<file path="src/rtl/hline_pkg.sv">
package hline_pkg;
   // one-bit state of the processor stall latch
   typedef enum logic {
      RUN   = 1'b0,
      STALL = 1'b1
   } stall_e;
endpackage

</file>
<file path="src/rtl/hline_counter.sv">
module hline_counter #(
   parameter int LINE_COUNTS = 228,
   localparam int CW = $clog2(LINE_COUNTS)
) (
   input  logic          clk,
   input  logic          rst_n,
   output logic [CW-1:0] cnt,
   output logic          last
);
   localparam logic [CW-1:0] LAST = CW'(LINE_COUNTS - 1);

   assign last = (cnt == LAST);

   generate
      if (LINE_COUNTS == (1 << CW)) begin : g_pow2
         always_ff @(posedge clk) begin
            if (!rst_n) cnt <= '0;
            else        cnt <= cnt + 1'b1;
         end
      end else begin : g_cmp
         always_ff @(posedge clk) begin
            if (!rst_n)    cnt <= '0;
            else if (last) cnt <= '0;
            else           cnt <= cnt + 1'b1;
         end
      end
   endgenerate

   a_r1_count_step: assert property (@(posedge clk) disable iff (!rst_n)
      !last |=> cnt == $past(cnt) + 1'b1);
   a_r1_count_wrap: assert property (@(posedge clk) disable iff (!rst_n)
      last |=> cnt == '0);
endmodule

</file>
<file path="src/rtl/hline_window.sv">
module hline_window #(
   parameter int CW    = 8,
   parameter int START = 16,
   parameter int LEN   = 16
) (
   input  logic [CW-1:0] cnt,
   output logic          hit
);
   localparam logic [CW-1:0] LO = CW'(START);
   localparam logic [CW-1:0] HI = CW'(START + LEN - 1);

   generate
      if (LEN < 1) begin : g_bad_len
         $error("hline_window: LEN must be at least 1");
      end
      if (LEN == 1) begin : g_point
         assign hit = (cnt == LO);
      end else if (START == 0) begin : g_from_zero
         assign hit = (cnt <= HI);
      end else begin : g_range
         assign hit = (cnt >= LO) && (cnt <= HI);
      end
   endgenerate
endmodule

</file>
<file path="src/rtl/hline_clkdiv.sv">
module hline_clkdiv #(
   parameter int DIV = 3,
   localparam int DW = (DIV > 2) ? $clog2(DIV) : 1
) (
   input  logic clk,
   input  logic rst_n,
   output logic tick
);
   localparam logic [DW-1:0] TOP = DW'(DIV - 1);
   logic [DW-1:0] phase;

   generate
      if (DIV < 2) begin : g_bad_div
         $error("hline_clkdiv: DIV must be at least 2");
      end
   endgenerate

   always_ff @(posedge clk) begin
      if (!rst_n)           phase <= '0;
      else if (phase == TOP) phase <= '0;
      else                   phase <= phase + 1'b1;
   end

   assign tick = (phase == '0);

   a_r5_tick_gap: assert property (@(posedge clk) disable iff (!rst_n)
      tick |=> !tick);
   a_r5_tick_returns: assert property (@(posedge clk) disable iff (!rst_n)
      (phase == TOP) |=> tick);
endmodule

</file>
<file path="src/rtl/hline_stall_latch.sv">
module hline_stall_latch
   import hline_pkg::*;
(
   input  logic clk,
   input  logic rst_n,
   input  logic set,
   input  logic release_i,
   output logic rdy
);
   stall_e state;

   always_ff @(posedge clk) begin
      if (!rst_n)         state <= RUN;
      else if (set)       state <= STALL;
      else if (release_i) state <= RUN;
   end

   assign rdy = (state == RUN);

   a_r6_stall_next: assert property (@(posedge clk) disable iff (!rst_n)
      set |=> !rdy);
   a_r7_release_wrap: assert property (@(posedge clk) disable iff (!rst_n)
      (release_i && !set) |=> rdy);
   a_r7_hold_low: assert property (@(posedge clk) disable iff (!rst_n)
      (!rdy && !release_i) |=> !rdy);
endmodule

</file>
<file path="src/rtl/hline_timing_gen.sv">
module hline_timing_gen #(
   parameter int LINE_COUNTS = 228,
   parameter int BLANK_COUNTS = 68,
   parameter int SYNC_START = 16,
   parameter int SYNC_LEN = 16,
   parameter int BURST_START = 36,
   parameter int BURST_LEN = 16,
   parameter int CPU_DIV = 3,
   parameter int DATA_W = 8,
   parameter int VSYNC_BIT = 1
) (
   input  logic              clk,
   input  logic              rst_n,
   input  logic              wr_wsync,
   input  logic              wr_vsync,
   input  logic [DATA_W-1:0] wr_data,
   output logic              cpu_clk,
   output logic              rdy,
   output logic              hblank,
   output logic              csync,
   output logic              burst,
   output logic              line_start,
   output logic              pix_en
);
   localparam int CW = $clog2(LINE_COUNTS);
   localparam logic [CW-1:0] BLANK_END = CW'(BLANK_COUNTS);

   generate
      if (BLANK_COUNTS >= LINE_COUNTS) begin : g_bad_blank
         $error("hline_timing_gen: blank must be shorter than the line");
      end
      if (SYNC_START + SYNC_LEN > BLANK_COUNTS) begin : g_bad_sync
         $error("hline_timing_gen: sync window must sit inside blank");
      end
      if (BURST_START + BURST_LEN > BLANK_COUNTS) begin : g_bad_burst
         $error("hline_timing_gen: burst window must sit inside blank");
      end
      if (VSYNC_BIT >= DATA_W) begin : g_bad_bit
         $error("hline_timing_gen: VSYNC_BIT outside data bus");
      end
   endgenerate

   logic [CW-1:0] hcount;
   logic          line_last;
   logic          hsync;
   logic          vsync_q;

   hline_counter #(.LINE_COUNTS(LINE_COUNTS)) u_count (
      .clk  (clk),
      .rst_n(rst_n),
      .cnt  (hcount),
      .last (line_last)
   );

   hline_window #(.CW(CW), .START(SYNC_START), .LEN(SYNC_LEN)) u_sync (
      .cnt(hcount),
      .hit(hsync)
   );

   hline_window #(.CW(CW), .START(BURST_START), .LEN(BURST_LEN)) u_burst (
      .cnt(hcount),
      .hit(burst)
   );

   hline_clkdiv #(.DIV(CPU_DIV)) u_div (
      .clk  (clk),
      .rst_n(rst_n),
      .tick (cpu_clk)
   );

   hline_stall_latch u_stall (
      .clk      (clk),
      .rst_n    (rst_n),
      .set      (wr_wsync),
      .release_i(line_last),
      .rdy      (rdy)
   );

   always_ff @(posedge clk) begin
      if (!rst_n)        vsync_q <= 1'b0;
      else if (wr_vsync) vsync_q <= wr_data[VSYNC_BIT];
   end

   assign hblank     = (hcount < BLANK_END);
   assign pix_en     = !hblank;
   assign line_start = (hcount == '0);
   assign csync      = hsync ^ vsync_q;

   a_r3_sync_in_blank: assert property (@(posedge clk) disable iff (!rst_n)
      hsync |-> hblank);
   a_r4_burst_in_blank: assert property (@(posedge clk) disable iff (!rst_n)
      burst |-> hblank);
   a_r4_burst_sync_apart: assert property (@(posedge clk) disable iff (!rst_n)
      !(burst && hsync));
   a_r7_rdy_rise_at_start: assert property (@(posedge clk) disable iff (!rst_n)
      $rose(rdy) |-> line_start);
   a_r9_vsync_hold: assert property (@(posedge clk) disable iff (!rst_n)
      !wr_vsync |=> $stable(vsync_q));
endmodule

</file>
<file path="config.mk">
export PLATFORM = sky130hd
export DESIGN_NAME = hline_timing_gen
export DESIGN_NICKNAME = d
export VERILOG_FILES = /design/src/rtl/hline_pkg.sv /design/src/rtl/hline_counter.sv /design/src/rtl/hline_window.sv /design/src/rtl/hline_clkdiv.sv /design/src/rtl/hline_stall_latch.sv /design/src/rtl/hline_timing_gen.sv
export SDC_FILE = /design/constraint.sdc
export NUM_CORES = 1
export LEC_CHECK = 0
export ABC_AREA = 1
export BUFFER_PORTS_ARGS = -buffer_cell sky130_fd_sc_hd__buf_2
export CORE_MARGIN = 5
export CORE_UTILIZATION = 34
export DETAILED_ROUTE_END_ITERATION = 16
export PLACE_DENSITY = 0.58
export SETUP_SLACK_MARGIN = 0.15
export SYNTH_ARGS = -nofsm -noshare
export SYNTH_HDL_FRONTEND = slang
export SYNTH_SLANG_ARGS = --single-unit
</file>
<file path="constraint.sdc">
create_clock -name clk -period 3.05 [get_ports clk]
set_clock_uncertainty 0.15 [all_clocks]
set_input_delay 0.4575 -clock clk [delete_from_list [all_inputs] [get_ports clk]]
set_output_delay 0.4575 -clock clk [all_outputs]
set_load 0.01 [all_outputs]
</file>
### After elaboration in Yosys (flattened, before gate mapping)

Cells that the tools add are included.

* flip-flop bits (word level): 12
* bits in latches: 0
* memory bits (writable): 0
* ROM bits: 0
* bits of input ports: 12
* output and inout port bits: 7
* word-level logic and storage cells: 26
* memories: 0

* $add $sub $neg: 2
* $mul: 0
* div/mod/pow operators: 0
* $lt $le $gt $ge: 5
* equality and inequality tests: 2
* shift operators: 0
* mux-type cells: 2
* bitwise gates (word level): 3
* reductions and logical operators: 8

Operators with widths (count)
* 8-bit by 1-bit adder with 8-bit output (second input constant): 1
* 8-bit equality test (second input constant): 1
* 8-bit by 5-bit greater-or-equal comparator with 1-bit output (second input constant): 1
* 8-bit by 6-bit greater-or-equal comparator with 1-bit output (second input constant): 1
* 8-bit by 5-bit <= comparator with 1-bit output (second input constant): 1
* 8-bit by 6-bit <= comparator with 1-bit output (second input constant): 1
* 8-bit zero test: 1
* 8-bit by 7-bit less-than comparator with 1-bit output (second input constant): 1
* 2-bit OR reduction: 2
* 2-bit by 1-bit adder with 2-bit output (second input constant): 1
* 2-bit equality test (second input constant): 1
* 1-bit logical AND: 2
* 2-bit zero test: 1
* 1-bit two-way mux: 2
* 1-bit NOT: 2
* 2-bit nonzero test: 1
* 1-bit zero test: 1
* 1-bit XOR: 1

### Longest topological paths before layout

* depth in word-level cells: 3
* depth in mapped cells: 7
* gate-level depth less buffers: 7

### Cells and area by module

A second synthesis with hierarchy kept.

* cell total of the unflattened synthesis: 108
* area total of the unflattened synthesis: 757.0 µm²

By module, submodules not included
* hline_counter: instances 1, cells each 54, area an instance 454.2 µm², seq. area each 160.2 µm²
* hline_timing_gen: instances 1, cells each 19, area an instance 95.1 µm², seq. area each 20.0 µm²
* hline_clkdiv: instances 1, cells each 11, area an instance 91.3 µm², seq. area each 40.0 µm²
* hline_stall_latch: instances 1, cells each 7, area an instance 47.5 µm², seq. area each 20.0 µm²
* hline_window (u_burst): instances 1, cells each 11, area an instance 46.3 µm², seq. area each 0.0 µm²
* hline_window (u_sync): instances 1, cells each 6, area an instance 22.5 µm², seq. area each 0.0 µm²

### Worst setup path before layout

OpenSTA, ideal clock, no wires.

* path kind: reg-to-output
* from: register u_count.cnt[2]
* to: output pix_en
* arrival: 914 ps
* data required time: 2442 ps
* path slack: 1529 ps
* stages on the path, launching flop included: 7
* buffers on the path: 0
* cells stage by stage: dfxtp_1 inv_2 nand2_2 nor2_4 nand2_2 a21oi_2 inv_2

* cells in the longest elaborated chain, start to end: 2

RTL lines
* start: declaration: line hline_counter.sv:7 `output logic [CW-1:0] cnt,`
* start signal: assignment: line hline_counter.sv:24 `else cnt <= cnt + 1'b1;`
* 8-bit by 7-bit less-than comparator with 1-bit output: line hline_timing_gen.sv:84 `assign hblank = (hcount < BLANK_END);`
* via hblank: line hline_timing_gen.sv:19 `output logic hblank,`
* 1-bit zero test: line hline_timing_gen.sv:85 `assign pix_en = !hblank;`
* end: declaration: line hline_timing_gen.sv:23 `output logic pix_en`

The timed path passes the listed nets, and every way through them passes these cells.

### Worst setup path in the final report

* from: register u_count.cnt[2]
* to: output pix_en

* cells in the longest elaborated chain, start to end: 2

RTL lines (line)
* 8-bit by 7-bit less-than comparator with 1-bit output: hline_timing_gen.sv:84
* 1-bit zero test: hline_timing_gen.sv:85

Every way passes these cells.

==> report_table.html <==
<table>
<tr><th>Metric</th><th>Value</th></tr>
<tr><th colspan="2">Status</th></tr>
<tr><td>Outcome</td><td>complete, no violations</td></tr>
<tr><th colspan="2">Floorplanning</th></tr>
<tr><td>Total Die Area</td><td>2880 sq um</td></tr>
<tr><td>Starting utilization of the core area</td><td>0.368</td></tr>
<tr><td>IO Count</td><td>19</td></tr>
<tr><td>Overall die height</td><td>53.7 um</td></tr>
<tr><td>Die X-Extent</td><td>53.7 um</td></tr>
<tr><td>Placement Rows</td><td>15</td></tr>
<tr><td>Core Region</td><td>1760 sq um</td></tr>
<tr><th colspan="2">Power and ir drop</th></tr>
<tr><td>Power density over cell area</td><td>415 nW/um^2</td></tr>
<tr><td>Leakage dissipation</td><td>0.359 nW</td></tr>
<tr><td>Maximum ir drop on the vdd rail</td><td>0.207 mV</td></tr>
<tr><th colspan="2">Synthesis</th></tr>
<tr><td>Number of enable flip-flop cells after synthesis</td><td>0</td></tr>
<tr><td>Syn nets</td><td>105</td></tr>
<tr><td>Most frequent cells after synthesis</td><td>15 x sky130_fd_sc_hd__inv_1, 15 x sky130_fd_sc_hd__nand2_1, 12 x sky130_fd_sc_hd__dfxtp_1, 10 x sky130_fd_sc_hd__nor2_1, 7 x sky130_fd_sc_hd__nand3_1</td></tr>
<tr><td>FFs w/ async S/R, synth</td><td>0</td></tr>
<tr><td>Top cells by area, synth</td><td>sky130_fd_sc_hd__dfxtp_1 37%, sky130_fd_sc_hd__inv_1 8.7%, sky130_fd_sc_hd__nand2_1 8.7%</td></tr>
<tr><td>Mapped cell area</td><td>649 sq um</td></tr>
<tr><td>Most area-hungry cell type in the Yosys netlist</td><td>sky130_fd_sc_hd__dfxtp_1</td></tr>
<tr><td>Avg Inst Size Synth</td><td>7.30 sq um</td></tr>
<tr><td>Synthesized instance count</td><td>89</td></tr>
<tr><td>Sequential element share of the synthesized area</td><td>0.370</td></tr>
<tr><td>Post-synth top flop</td><td>sky130_fd_sc_hd__dfxtp_1</td></tr>
<tr><td>Synth top area share</td><td>0.370</td></tr>
<tr><td>Cell variety after synth</td><td>19</td></tr>
<tr><td>Number of flip-flops and latches in the synthesized netlist</td><td>12</td></tr>
<tr><td>Yosys synthesis warning count</td><td>0</td></tr>
<tr><th colspan="2">STA</th></tr>
<tr><td>Max-slew headroom</td><td>0.851</td></tr>
<tr><td>Transition time of the tightest slew-check pin</td><td>223 ps</td></tr>
<tr><td>RSZ-0062 raised after global routing</td><td>false</td></tr>
<tr><td>Final Critical Period</td><td>1910 ps</td></tr>
<tr><td>Sum of negative setup slack</td><td>0 ps</td></tr>
<tr><td>Achievable Freq</td><td>525 MHz</td></tr>
<tr><td>Period Utilization, post-route</td><td>0.625</td></tr>
<tr><td>Final Hold Violating Endpoints</td><td>0</td></tr>
<tr><td>Final Max Tran Viols</td><td>0</td></tr>
<tr><td>Setup violators final</td><td>0</td></tr>
<tr><th colspan="2">Clocking</th></tr>
<tr><td>Clock Latency Late Sink</td><td>260 ps</td></tr>
<tr><td>Cells resized by post-CTS repair</td><td>0</td></tr>
<tr><td>TritonCTS clock tree</td><td>built</td></tr>
<tr><td># Post-CTS Setup Buffers</td><td>0</td></tr>
<tr><td>Number of clock buffers inserted by TritonCTS</td><td>3</td></tr>
<tr><td>CTS H-tree depth</td><td>1</td></tr>
<tr><td>Number of buffers between clock root and the deepest sink</td><td>2</td></tr>
<tr><td>Clock input transition at the sequential cells of the worst setup and hold paths</td><td>60 ps</td></tr>
<tr><td># clock sinks</td><td>12</td></tr>
<tr><td>Hold-fix buffers, CTS</td><td>0</td></tr>
<tr><td>Clock Tree Root</td><td>sky130_fd_sc_hd__clkbuf_4</td></tr>
<tr><th colspan="2">Worst setup path</th></tr>
<tr><td>Crit. path cell count</td><td>7</td></tr>
<tr><td>Critical path required time</td><td>2440 ps</td></tr>
<tr><td>Type of the setup path with the least slack</td><td>reg2out</td></tr>
<tr><td>Worst Path Buf+Inv</td><td>3</td></tr>
<tr><td>FF-to-FF path depth</td><td>6</td></tr>
<tr><td>CP cell instances</td><td>inv_2 &gt; nand2_2 &gt; nor2_4 &gt; nand2_2 &gt; a21oi_2 &gt; inv_2 &gt; buf_2</td></tr>
<tr><td>Signal arrival time at the worst endpoint</td><td>1300 ps</td></tr>
<tr><td>Flop2flop setup slack</td><td>1700 ps</td></tr>
<tr><td>Kind of start point of the critical path</td><td>register</td></tr>
<tr><td>Endpoint class of the critical path</td><td>output pin</td></tr>
<tr><td>Max stage delay cell, worst path</td><td>sky130_fd_sc_hd__dfxtp_1</td></tr>
<tr><td>Maximum fanout count along the critical path</td><td>6</td></tr>
<tr><td>CP top delay family</td><td>flip-flops</td></tr>
<tr><td>Slowest Stage Delay on Critical Path</td><td>370 ps</td></tr>
<tr><th colspan="2">GRT</th></tr>
<tr><td>Pin count of the biggest net entering global routing</td><td>7</td></tr>
<tr><td>Global routing usage summed across all routing layers</td><td>0.0892</td></tr>
<tr><td>Global-route wire length before repair</td><td>1850 um</td></tr>
<tr><td>Congestion Overflow GR</td><td>0</td></tr>
<tr><td>Vias in the first global route</td><td>440</td></tr>
<tr><td>Antenna violations before repair</td><td>0</td></tr>
<tr><th colspan="2">Cells and area</th></tr>
<tr><td>Number of inserted diodes</td><td>0</td></tr>
<tr><td>Post-Route Utilization</td><td>0.430</td></tr>
<tr><td>Final #Nets</td><td>121</td></tr>
<tr><td>Layout cell share with drive strength beyond 1</td><td>0.262</td></tr>
<tr><td>Syn-to-layout area delta</td><td>16.8%</td></tr>
<tr><th colspan="2">Drt</th></tr>
<tr><td>Routed wire length</td><td>1100 um</td></tr>
<tr><td>1st-pass router iterations</td><td>2</td></tr>
<tr><td>Post-route antenna net violation count</td><td>0</td></tr>
<tr><td>Via density per instance</td><td>4.22</td></tr>
<tr><td>Violation count after the first detailed-route iteration</td><td>5</td></tr>
<tr><td>Remaining DRCs</td><td>0</td></tr>
<tr><td>Routed wire length per instance</td><td>8.61 um</td></tr>
<tr><td>Via count</td><td>540</td></tr>
<tr><th colspan="2">Placed design</th></tr>
<tr><td>Total of buffers placed on input and output ports</td><td>11</td></tr>
<tr><td>Half-perimeter wire length after detailed placement</td><td>933 um</td></tr>
<tr><td>Gpl congestion</td><td>0.768</td></tr>
<tr><th colspan="2">Worst hold path</th></tr>
<tr><td>Kind of path behind the tightest hold check</td><td>in2reg</td></tr>
<tr><td>Min-Delay Path Depth</td><td>2</td></tr>
<tr><th colspan="2">Job</th></tr>
<tr><td>Max cap viols</td><td>0</td></tr>
</table>
## layout make-up
type / instances / area (sq um)
clock buffer: 3 / 22.5
fill: 204 / 1010
inverter: 18 / 67.6
multi-input combinational: 59 / 342
sequential: 12 / 240
tap: 25 / 31.3
timing repair buffer: 11 / 55.1
## where the power goes
| group | leakage, nW | internal (mW) | switching [mW] |
|---|---|---|---|
| logic | 0.247 | 0.0220 | 0.0260 |
| clock network | 0.0138 | 0.0456 | 0.0458 |
| registers | 0.0984 | 0.168 | 0.00756 |
## sequential cells by signal (all words and copies together) (netlist names)
register,cells
u_count.cnt,8
u_div.phase,2
u_stall.state,1
vsync_q,1
## placed cells by master (no fill, tap or decap)
cell type | synthesis | layout
sky130_fd_sc_hd__a21oi_2 | 1 | 1
sky130_fd_sc_hd__clkbuf_4 | 0 | 3
sky130_fd_sc_hd__dfxtp_1 | 12 | 12
sky130_fd_sc_hd__nor2_2 | 3 | 3
sky130_fd_sc_hd__nand3_1 | 7 | 7
sky130_fd_sc_hd__o21ai_0 | 1 | 1
sky130_fd_sc_hd__xor2_1 | 2 | 2
sky130_fd_sc_hd__nor2_1 | 10 | 10
sky130_fd_sc_hd__nand2_1 | 15 | 15
sky130_fd_sc_hd__nor2_4 | 1 | 1
sky130_fd_sc_hd__xnor2_1 | 2 | 2
sky130_fd_sc_hd__ha_1 | 4 | 4
sky130_fd_sc_hd__nand2_2 | 4 | 4
sky130_fd_sc_hd__buf_2 | 0 | 11
sky130_fd_sc_hd__inv_1 | 15 | 15
sky130_fd_sc_hd__nand2_4 | 1 | 1
sky130_fd_sc_hd__nor3_1 | 2 | 2
sky130_fd_sc_hd__inv_2 | 3 | 3
sky130_fd_sc_hd__o21bai_1 | 2 | 2
sky130_fd_sc_hd__nor3b_1 | 1 | 1
sky130_fd_sc_hd__a21oi_1 | 3 | 3
## per-layer routing
layer | global-route usage | vias up | part of all wire
met2 | 0.135 | 8 | 0.47
li1 | - | 298 | -
met4 | 0.0128 | 0 | 0
met1 | 0.112 | 234 | 0.47
met5 | 0 | - | 0
met3 | 0.0499 | 0 | 0.057
## worst paths after layout
path                                                  end                      start
worst max-delay path                               pix_en  u_count.cnt[2]$_SDFF_PP0_
worst min-delay path                 vsync_q$_SDFFE_PN0P_                   wr_vsync
worst max register to register  u_count.cnt[4]$_SDFF_PP0_  u_count.cnt[1]$_SDFF_PP0_
worst min register to register  u_div.phase[0]$_SDFF_PP0_  u_div.phase[0]$_SDFF_PP0_
## worst register-to-register path, delay by kind of cell (launching register included)
kind / cells / cell delay [ps]
AND/OR/NAND/NOR: 5 / 470
flip-flops: 1 / 380
adder cells (fa/ha/maj): 1 / 250
## cell families after synthesis
group,after synthesis,share of synthesized area
flops,12,0.370
compound gates,7,0.0674
buf+inv,18,0.104
xor+xnor,4,0.0540
simple gates,44,0.328
fa+ha+maj,4,0.0771
## metrics by stage
step | worst slack, ps | std cells | cell area [sq um] | hold slack, ps | power, mW
floorplan | 1530 | 89 | 649 | 250 | 0.212
finish | 1140 | 128 | 758 | 228 | 0.315
global placement | 1420 | 125 | 736 | 263 | 0.226
CTS | 1110 | 128 | 758 | 222 | 0.321
detailed placement | 1410 | 125 | 736 | 264 | 0.229
global route | 1010 | 128 | 758 | 227 | 0.336
(Power assumes the default switching activity.)
